## src/rtl/acm_pkg.sv

```systemverilog
package acm_pkg;

  // string set geometry
  localparam int NUM_PAT = 4;
  localparam int MAX_LEN = 3;
  localparam int LEN_W   = $clog2(MAX_LEN + 1);
  localparam int PAT_W   = (NUM_PAT > 1) ? $clog2(NUM_PAT) : 1;
  localparam int DEP_W   = LEN_W;
  localparam int BYTES_W = NUM_PAT * MAX_LEN * 8;

  // byte j of string i sits at bits [(i*MAX_LEN+j)*8 +: 8]
  // string 0 "he", 1 "she", 2 "his", 3 "her"
  localparam logic [BYTES_W-1:0] PAT_BYTES = {
    8'h72, 8'h65, 8'h68,
    8'h73, 8'h69, 8'h68,
    8'h65, 8'h68, 8'h73,
    8'h00, 8'h65, 8'h68
  };
  localparam logic [NUM_PAT*LEN_W-1:0] PAT_LENS = {2'd3, 2'd3, 2'd3, 2'd2};

  // automaton state: the matched text equals the first depth bytes of string pat
  typedef struct packed {
    logic [PAT_W-1:0] pat;
    logic [DEP_W-1:0] depth;
  } acmState_t;

  // strobes from control to datapath
  typedef struct packed {
    logic take;
    logic restart;
  } acmStrobe_t;

  function automatic logic [7:0] patChar(int p, int j);
    return PAT_BYTES[(p * MAX_LEN + j) * 8 +: 8];
  endfunction

  function automatic int patLen(int p);
    return int'(PAT_LENS[p * LEN_W +: LEN_W]);
  endfunction

  // Does the text (first d bytes of string cur, then byte b) end with the
  // first k bytes of string q?
  function automatic logic tailFits(int cur, int d, logic [7:0] b, int q, int k);
    logic ok;
    ok = (k >= 1) && (k <= d + 1) && (k <= patLen(q));
    for (int i = 0; i < MAX_LEN; i++) begin
      if (ok && (i < k)) begin
        int pos;
        logic [7:0] ch;
        pos = d + 1 - k + i;
        ch  = (pos < d) ? patChar(cur, pos) : b;
        if (ch != patChar(q, i)) ok = 1'b0;
      end
    end
    return ok;
  endfunction

endpackage

```

## src/rtl/acm_ctrl.sv

```systemverilog
module acm_ctrl
  import acm_pkg::*;
(
  input  logic       inValid,
  input  logic       inSop,
  output acmStrobe_t strobe
);

  always_comb begin
    strobe.take    = inValid;
    strobe.restart = inValid & inSop;
  end

endmodule

```

## src/rtl/acm_next.sv

```systemverilog
module acm_next
  import acm_pkg::*;
(
  input  acmState_t          curState,
  input  acmStrobe_t         strobe,
  input  logic [7:0]         inByte,
  output acmState_t          nextState,
  output logic [NUM_PAT-1:0] hitNext
);

  always_comb begin : nextLogic
    int basePat;
    int baseDepth;
    int bestPat;
    int bestDepth;

    basePat   = strobe.restart ? 0 : int'(curState.pat);
    baseDepth = strobe.restart ? 0 : int'(curState.depth);

    // longest tail that is a prefix of any string; lowest index wins a tie
    bestPat   = 0;
    bestDepth = 0;
    for (int k = 1; k <= MAX_LEN; k++) begin
      for (int q = 0; q < NUM_PAT; q++) begin
        if ((k > bestDepth) && tailFits(basePat, baseDepth, inByte, q, k)) begin
          bestPat   = q;
          bestDepth = k;
        end
      end
    end

    // every string ending on this byte
    for (int r = 0; r < NUM_PAT; r++) begin
      hitNext[r] = tailFits(basePat, baseDepth, inByte, r, patLen(r));
    end

    nextState.pat   = PAT_W'(bestPat);
    nextState.depth = DEP_W'(bestDepth);

    if (!strobe.take) begin
      nextState = curState;
      hitNext   = '0;
    end
  end

endmodule

```

## src/rtl/acm_state.sv

```systemverilog
module acm_state
  import acm_pkg::*;
(
  input  logic               clk,
  input  logic               rstN,
  input  logic               take,
  input  acmState_t          nextState,
  input  logic [NUM_PAT-1:0] hitNext,
  output acmState_t          curState,
  output logic               matchValid,
  output logic [NUM_PAT-1:0] matchHits
);

  always_ff @(posedge clk or negedge rstN) begin
    if (!rstN) begin
      curState   <= '0;
      matchValid <= 1'b0;
      matchHits  <= '0;
    end else begin
      curState   <= nextState;
      matchValid <= take;
      matchHits  <= hitNext;
    end
  end

endmodule

```

## src/rtl/ac_byte_matcher.sv

```systemverilog
module ac_byte_matcher
  import acm_pkg::*;
(
  input  logic               clk,
  input  logic               rstN,
  input  logic               inValid,
  input  logic               inSop,
  input  logic [7:0]         inByte,
  output logic               matchValid,
  output logic [NUM_PAT-1:0] matchHits
);

  acmStrobe_t         strobe;
  acmState_t          curState;
  acmState_t          nextState;
  logic [NUM_PAT-1:0] hitNext;

  acm_ctrl u_ctrl (
    .inValid (inValid),
    .inSop   (inSop),
    .strobe  (strobe)
  );

  acm_next u_next (
    .curState  (curState),
    .strobe    (strobe),
    .inByte    (inByte),
    .nextState (nextState),
    .hitNext   (hitNext)
  );

  acm_state u_state (
    .clk        (clk),
    .rstN       (rstN),
    .take       (strobe.take),
    .nextState  (nextState),
    .hitNext    (hitNext),
    .curState   (curState),
    .matchValid (matchValid),
    .matchHits  (matchHits)
  );

endmodule

```

## config.mk

```make
export PLATFORM = sky130hd
export DESIGN_NAME = ac_byte_matcher
export DESIGN_NICKNAME = d
export VERILOG_FILES = /design/src/rtl/acm_pkg.sv /design/src/rtl/acm_ctrl.sv /design/src/rtl/acm_next.sv /design/src/rtl/acm_state.sv /design/src/rtl/ac_byte_matcher.sv
export SDC_FILE = /design/constraint.sdc
export NUM_CORES = 1
export LEC_CHECK = 0
export BUFFER_PORTS_ARGS = -buffer_cell sky130_fd_sc_hd__buf_4
export CELL_PAD_IN_SITES_DETAIL_PLACEMENT = 1
export CELL_PAD_IN_SITES_GLOBAL_PLACEMENT = 2
export CORE_AREA = 2 2 95 97
export CTS_BUF_LIST = sky130_fd_sc_hd__clkbuf_8
export DETAILED_ROUTE_END_ITERATION = 8
export DIE_AREA = 0 0 97 99
export PLACE_DENSITY = 0.65
export SYNTH_ARGS = -nofsm -noshare
export SYNTH_HDL_FRONTEND = slang
export SYNTH_HIERARCHICAL = 1
export SYNTH_SLANG_ARGS = --single-unit
```

## constraint.sdc

```tcl
create_clock -name clk -period 8.05 [get_ports clk]
set_input_delay 1.2075 -clock clk [delete_from_list [all_inputs] [get_ports clk]]
set_output_delay 1.2075 -clock clk [all_outputs]
set_load 0.05 [all_outputs]
```

==> results of run 1 <==
[layout make-up]
class                   instances  area [um^2]
well taps                     108          135
flip-flops and latches          9          225
fillers                      1044         5820
multi-input cells             285         2120
clock inverters                 1         3.75
inverters                      20         75.1
repair buffers                 17          128
clock buffers                   3         41.3
[power by group]
| group | total (mW) | switching [mW] | leakage, nW | internal (mW) |
|---|---|---|---|---|
| clock | 0.0499 | 0.0168 | 0.0269 | 0.0331 |
| sequential | 0.0482 | 0.00139 | 0.119 | 0.0468 |
| combinational | 0.228 | 0.139 | 0.976 | 0.0882 |
| total | 0.326 | 0.158 | 1.12 | 0.168 |
[layer usage]
| metal | vias to the layer above | wire [um] | track usage (%) |
|---|---|---|---|
| li1 | 1231 | - | - |
| met1 | 1250 | 4150 | 24.3 |
| met2 | 14 | 3990 | 31.5 |
| met3 | 0 | 62 | 0.851 |
| met4 | 0 | 0 | 0.650 |
| met5 | - | 0 | 0 |
[kinds of logic after synthesis]
kind of cell	share of synthesized area (%)
adders and majority gates	16.1
buffers and inverters	5.87
muxes	5.22
DFF	9.04
AOI/OAI and AO/OA	28.1
xor gates and xnor gates	7.83
and+or+nand+nor	27.9
[worst max-delay path, cell delays in order]
cell	delay [ns]
buf_4	0.15
and2_1	0.25
nor2b_2	0.45
inv_1	0.24
ha_1	0.40
ha_1	0.64
clkinv_1	0.38
ha_1	0.66
and3b_1	0.23
a311oi_1	0.32
a311o_1	0.23
o2111ai_1	0.14
nand4b_1	0.25
a2111oi_0	0.80
nor3_1	0.18
o211ai_1	0.13
a31oi_1	0.10
[how the worst min path moves through the flow]
| stage | start | end | slack (ns) |
|---|---|---|---|
| 2_1_floorplan | u_state/curState[3]$_DFF_PN0_ | u_state/curState[3]$_DFF_PN0_ | 0.48 |
| 3_3_place_gp | u_state/curState[3]$_DFF_PN0_ | u_state/curState[3]$_DFF_PN0_ | 0.52 |
| 3_5_place_dp | u_state/curState[3]$_DFF_PN0_ | u_state/curState[3]$_DFF_PN0_ | 0.54 |
| 4_1_cts | u_state/curState[3]$_DFF_PN0_ | u_state/curState[3]$_DFF_PN0_ | 0.56 |
| 5_1_grt | u_state/curState[0]$_DFF_PN0_ | u_state/curState[0]$_DFF_PN0_ | 0.60 |
| 6_report | u_state/curState[3]$_DFF_PN0_ | u_state/curState[3]$_DFF_PN0_ | 0.55 |
[registers in the layout, summed over array words and instances, names as in the netlist]
signal / count
u_state/matchHits: 4
u_state/curState: 4
u_state/matchValid: 1
[cells in the final DEF (no fill, tap or decap), types with 4 or more instances in the layout]
cell type	synthesis	final
o31ai_1	5	5
nand2b_1	8	8
a2bb2oi_1	4	4
nor2b_1	8	8
a21o_1	4	4
nor3_1	13	13
nor2_1	33	33
nand3_1	9	9
xor2_1	6	6
xnor2_1	11	11
mux2i_1	7	7
mux2_2	4	4
dfrtp_1	9	9
nor4_1	6	6
buf_4	2	17
o211ai_1	5	5
ha_1	24	24
a21oi_1	14	14
and2_1	6	6
inv_1	18	19
a31oi_1	7	7
nand2_1	28	28
fa_1	5	5
o21ai_0	12	12
[per-stage QoR]
stage	total power [mW]	area [um^2]	util (%)	setup WS [ns]
final	0.326	2730	31.9	1.38
after floorplan	0.221	2490	-	2.99
after global placement	0.273	2680	31.4	1.53
after CTS	0.327	2730	31.9	1.44
after global routing	0.356	2730	31.9	0.965
after detailed placement	0.275	2680	31.4	1.20
==> results.yml, run 1 <==
status:
  status: "finished, final reports clean"
timing:
  clock_skew_ns: 0.000756
  max_freq_mhz: 150
  tns_ns: 0
  finalMaxSlewViolations: 0
  fin_crit_ns: 6.67
  whs_ns: 0.551
  period_share_pct: 82.9
  worst_pin_slew_ns: 0.855
  relSlewSlack_pct: 41.5
  grt_setup_unrepaired: "false"
  finalHoldViolCount: 0
  setup_viol: 0
cts:
  max-clock-path-buffers: 2
  post_cts_resized: 0
  clk_latency_ns: 0.23
  clock-sinks: 9
  cts_tree: "built"
  cts_made_buffers: 3
  post-cts-setup-buffer-count: 0
  cts-root-buf: "clkbuf_8"
  htree_levels: 1
  cts-hold-fix-buffers: 0
  clk_pin_slew_ns: 0.04
routing:
  antenna_left: 0
  drt_iter0_markers: 97
  dr.pass1.iters: 4
  drcViolationCount: 0
  wire_per_inst_um: 18.5
  vias: 2495
  vias_per_cell: 5.63
  wirelength_mm: 8.20
floorplanning:
  die_h_um: 99
  dieWidth_um: 97
  io_pins: 17
  die-area_um2: 9600
  initial_core_util_pct: 29.1
  row_count: 34
  core_area_um2: 8550
worst_setup_path:
  critPathKind: "primary input to flip-flop"
  crit_arrival_ns: 6.78
  worstReg2RegEnd: "u_state/curState[0]$_DFF_PN0_"
  critPathLaunchType: "primary input"
  crit_path_start: "inValid"
  crit_fanout: 14
  reg2reg_depth: 15
  worstReg2RegStart: "u_state/curState[1]$_DFF_PN0_"
  cp.required_ns: 8.16
  worstSetupEndpointType: "flip-flop"
  reg2reg_slack_ns: 2.32
  endpoint: "u_state/curState[0]$_DFF_PN0_"
power_and_ir_drop:
  irDropWorstVdd_uv: 41.3
  p_per_area_nw_per_um2: 119
  power_leakage_nw: 1.12
logic_synthesis:
  synth_edf_count: 0
  ys.flop_type: "dfrtp_1"
  async_flop_share_pct: 100
  ys_top_cells_by_area: "ha_1 (12%), dfrtp_1 (9.0%), nor2_1 (5.0%)"
  ys_seq_area_share_pct: 9.04
  synth_top_area_share_pct: 12.0
  synth_most_common_cell: "nor2_1"
  synth_top_area_cell: "ha_1"
  synth_nets: 370
  yosys_register_bits: 9
  synth_area_um2: 2490
  netlist_instances: 329
  yosys-top-cells-count: "nor2_1 (33), nand2_1 (28), ha_1 (24)"
  syn_avg_cell_area_um2: 7.58
  yosys_warnings: 6
  synth.distinct_cells: 70
placed_design:
  gp_congestion: 0.809
  dpl.hpwl_mm: 6.59
  dpl.cell_count: 439
  io_buffers: 16
global_routing:
  overflow: 0
  grt_pass1_wl_mm: 13.9
  antenna_found_initial: 0
  grt_max_degree: 19
  first_global_vias: 2615
  track_usage_pct: 17.4
hold_path:
  hold_class: "flip-flop to flip-flop"
  hold_depth: 2
job:
  cap_viol_max_count: 0
layout:
  fin_cells: 443
  final_net_count: 377
  syn2layout_area_growth_pct: 9.49
  drive_gt1_share_pct: 11.3
  antenna_cells: 0
No activity file was read; power rests on OpenSTA's default activity.
==> run 2, diff against run 1 <==
Clock period 8.05 ns to 6.41 ns, I/O delays scaled along.
==> run 2 against run 1 <==
Effect of this change:
- clock power grew 28%
- sequential share of layout area shrank 0.068 points
- register-to-register slack got worse by 0.64 ns
- sequential cell count unchanged
- power up 26%
- via count increased by 2.0%
- clock-buffer cell count stayed put
- non-clock buffer count increased by 3
- critical path type unchanged
==> results.yml, run 2 (synthesized netlist as in run 1, its figures left out) <==
timing:
  fin_crit_ns: 5.43
  setup_ws_ns: 0.978
  setup_viol: 0
  whs_ns: 0.544
  finalHoldViolCount: 0
  finalMaxSlewViolations: 0
  clock_skew_ns: 0.00196
  period_share_pct: 84.7
  tns_ns: 0
  max_freq_mhz: 184
  grt_setup_unrepaired: "false"
  relSlewSlack_pct: 46.6
  worst_pin_slew_ns: 0.800
job:
  cap_viol_max_count: 0
cts:
  cts-hold-fix-buffers: 0
  clk_pin_slew_ns: 0.04
  clk_latency_ns: 0.23
  max-clock-path-buffers: 2
  clock-sinks: 9
  cts_made_buffers: 3
  post_cts_resized: 0
  cts-root-buf: "clkbuf_8"
  post-cts-setup-buffer-count: 0
  htree_levels: 1
  cts_tree: "built"
global_routing:
  grt_max_degree: 19
  antenna_found_initial: 0
  track_usage_pct: 17.1
  grt_pass1_wl_mm: 13.5
  overflow: 0
  first_global_vias: 2598
routing:
  wire_per_inst_um: 18.3
  vias_per_cell: 5.70
  drcViolationCount: 0
  vias: 2544
  antenna_left: 0
  drt_iter0_markers: 105
  wirelength_mm: 8.18
  dr.pass1.iters: 4
status:
  status: "finished, final reports clean"
worst_setup_path:
  reg2reg_slack_ns: 1.68
  reg2reg_depth: 15
  worstSetupEndpointType: "flip-flop"
  crit_fanout: 13
  crit_arrival_ns: 5.54
  critPathKind: "primary input to flip-flop"
  cp.required_ns: 6.52
  crit_path_start: "inValid"
  critPathLaunchType: "primary input"
  worstReg2RegEnd: "u_state/curState[0]$_DFF_PN0_"
  worstReg2RegStart: "u_state/curState[1]$_DFF_PN0_"
floorplanning:
  core_area_um2: 8550
  initial_core_util_pct: 29.1
  die_h_um: 99
  die-area_um2: 9600
  io_pins: 17
  row_count: 34
  dieWidth_um: 97
layout:
  final_cell_mix: "nor2_1 (33), nand2_1 (28), ha_1 (24)"
  antenna_cells: 0
  final_net_count: 380
  mostFrequentLayoutCell: "nor2_1"
  syn2layout_area_growth_pct: 10.4
  drive_gt1_share_pct: 12.1
  reg.largest.list: "u_state/curState (4), u_state/matchHits (4), u_state/matchValid (1)"
power_and_ir_drop:
  irDropWorstVdd_uv: 45.6
  power_leakage_nw: 1.14
  p_per_area_nw_per_um2: 150
placed_design:
  io_buffers: 16
  dpl.hpwl_mm: 6.63
  gp_congestion: 0.807
  post-place-ws_ns: 0.722
hold_path:
  hold_class: "primary input to asynchronous set/reset pin"
[run 2: changes by cell type in the layout (fill, tap and decap cells not counted), sizes merged]
cell  delta
buf      +3
[run 2: worst max-delay path, stage by stage]
cell and delay, ns:
buf_4 0.15, and2_1 0.25, nor2b_2 0.16, inv_1 0.12, ha_1 0.37, ha_1 0.37
clkinv_1 0.24, ha_1 0.61, and3b_1 0.23, a311oi_1 0.35, a311o_1 0.23, o2111ai_1 0.13
nand4b_1 0.26, a2111oi_0 0.70, nor3_1 0.17, o211ai_1 0.13, a31oi_1 0.10
[run 2: report_power, final]
part / switching (mW) / internal [mW] / total [mW]
clock: 0.0223 / 0.0417 / 0.0640
sequential: 0.00171 / 0.0587 / 0.0604
combinational: 0.174 / 0.113 / 0.287
[run 2: per-layer routing]
metal / share of wire [%] / global-route usage, %
met2: 48 / 29.1
met5: 0 / 0
met3: 2.0 / 0.922
met1: 49 / 24.1
met4: 1.3 / 3.47
[run 2: layout make-up]
type                       instances  area (um^2)
multi-input combinational        285         2120
tap                              108          135
clock inverter                     1         3.75
clock buffer                       3         41.3
timing repair buffer              20          150
sequential                         9          225
fill                            1070         5800
inverter                          20         75.1
[run 2: how the worst max path moves through the flow]
| stage | endpoint | slack [ns] | depth (start not counted) |
|---|---|---|---|
| 2_1_floorplan | u_state/curState[0]$_DFF_PN0_ | 1.60 | 18 |
| 3_3_place_gp | u_state/curState[0]$_DFF_PN0_ | 0.87 | 15 |
| 3_5_place_dp | u_state/curState[0]$_DFF_PN0_ | 0.72 | 17 |
| 4_1_cts | u_state/curState[0]$_DFF_PN0_ | 0.95 | 17 |
| 5_1_grt | u_state/curState[0]$_DFF_PN0_ | 0.51 | 17 |
| 6_report | u_state/curState[0]$_DFF_PN0_ | 0.98 | 17 |
[run 2: through the flow]
stage | power, mW | instances | utilization (%) | instance area, um^2
3_3_place_gp | 0.346 | 442 | 31.7 | 2710
2_1_floorplan | 0.277 | 329 | - | 2490
3_5_place_dp | 0.348 | 442 | 31.7 | 2710
6_report | 0.412 | 446 | 32.2 | 2750
4_1_cts | 0.415 | 446 | 32.2 | 2750
5_1_grt | 0.450 | 446 | 32.2 | 2750
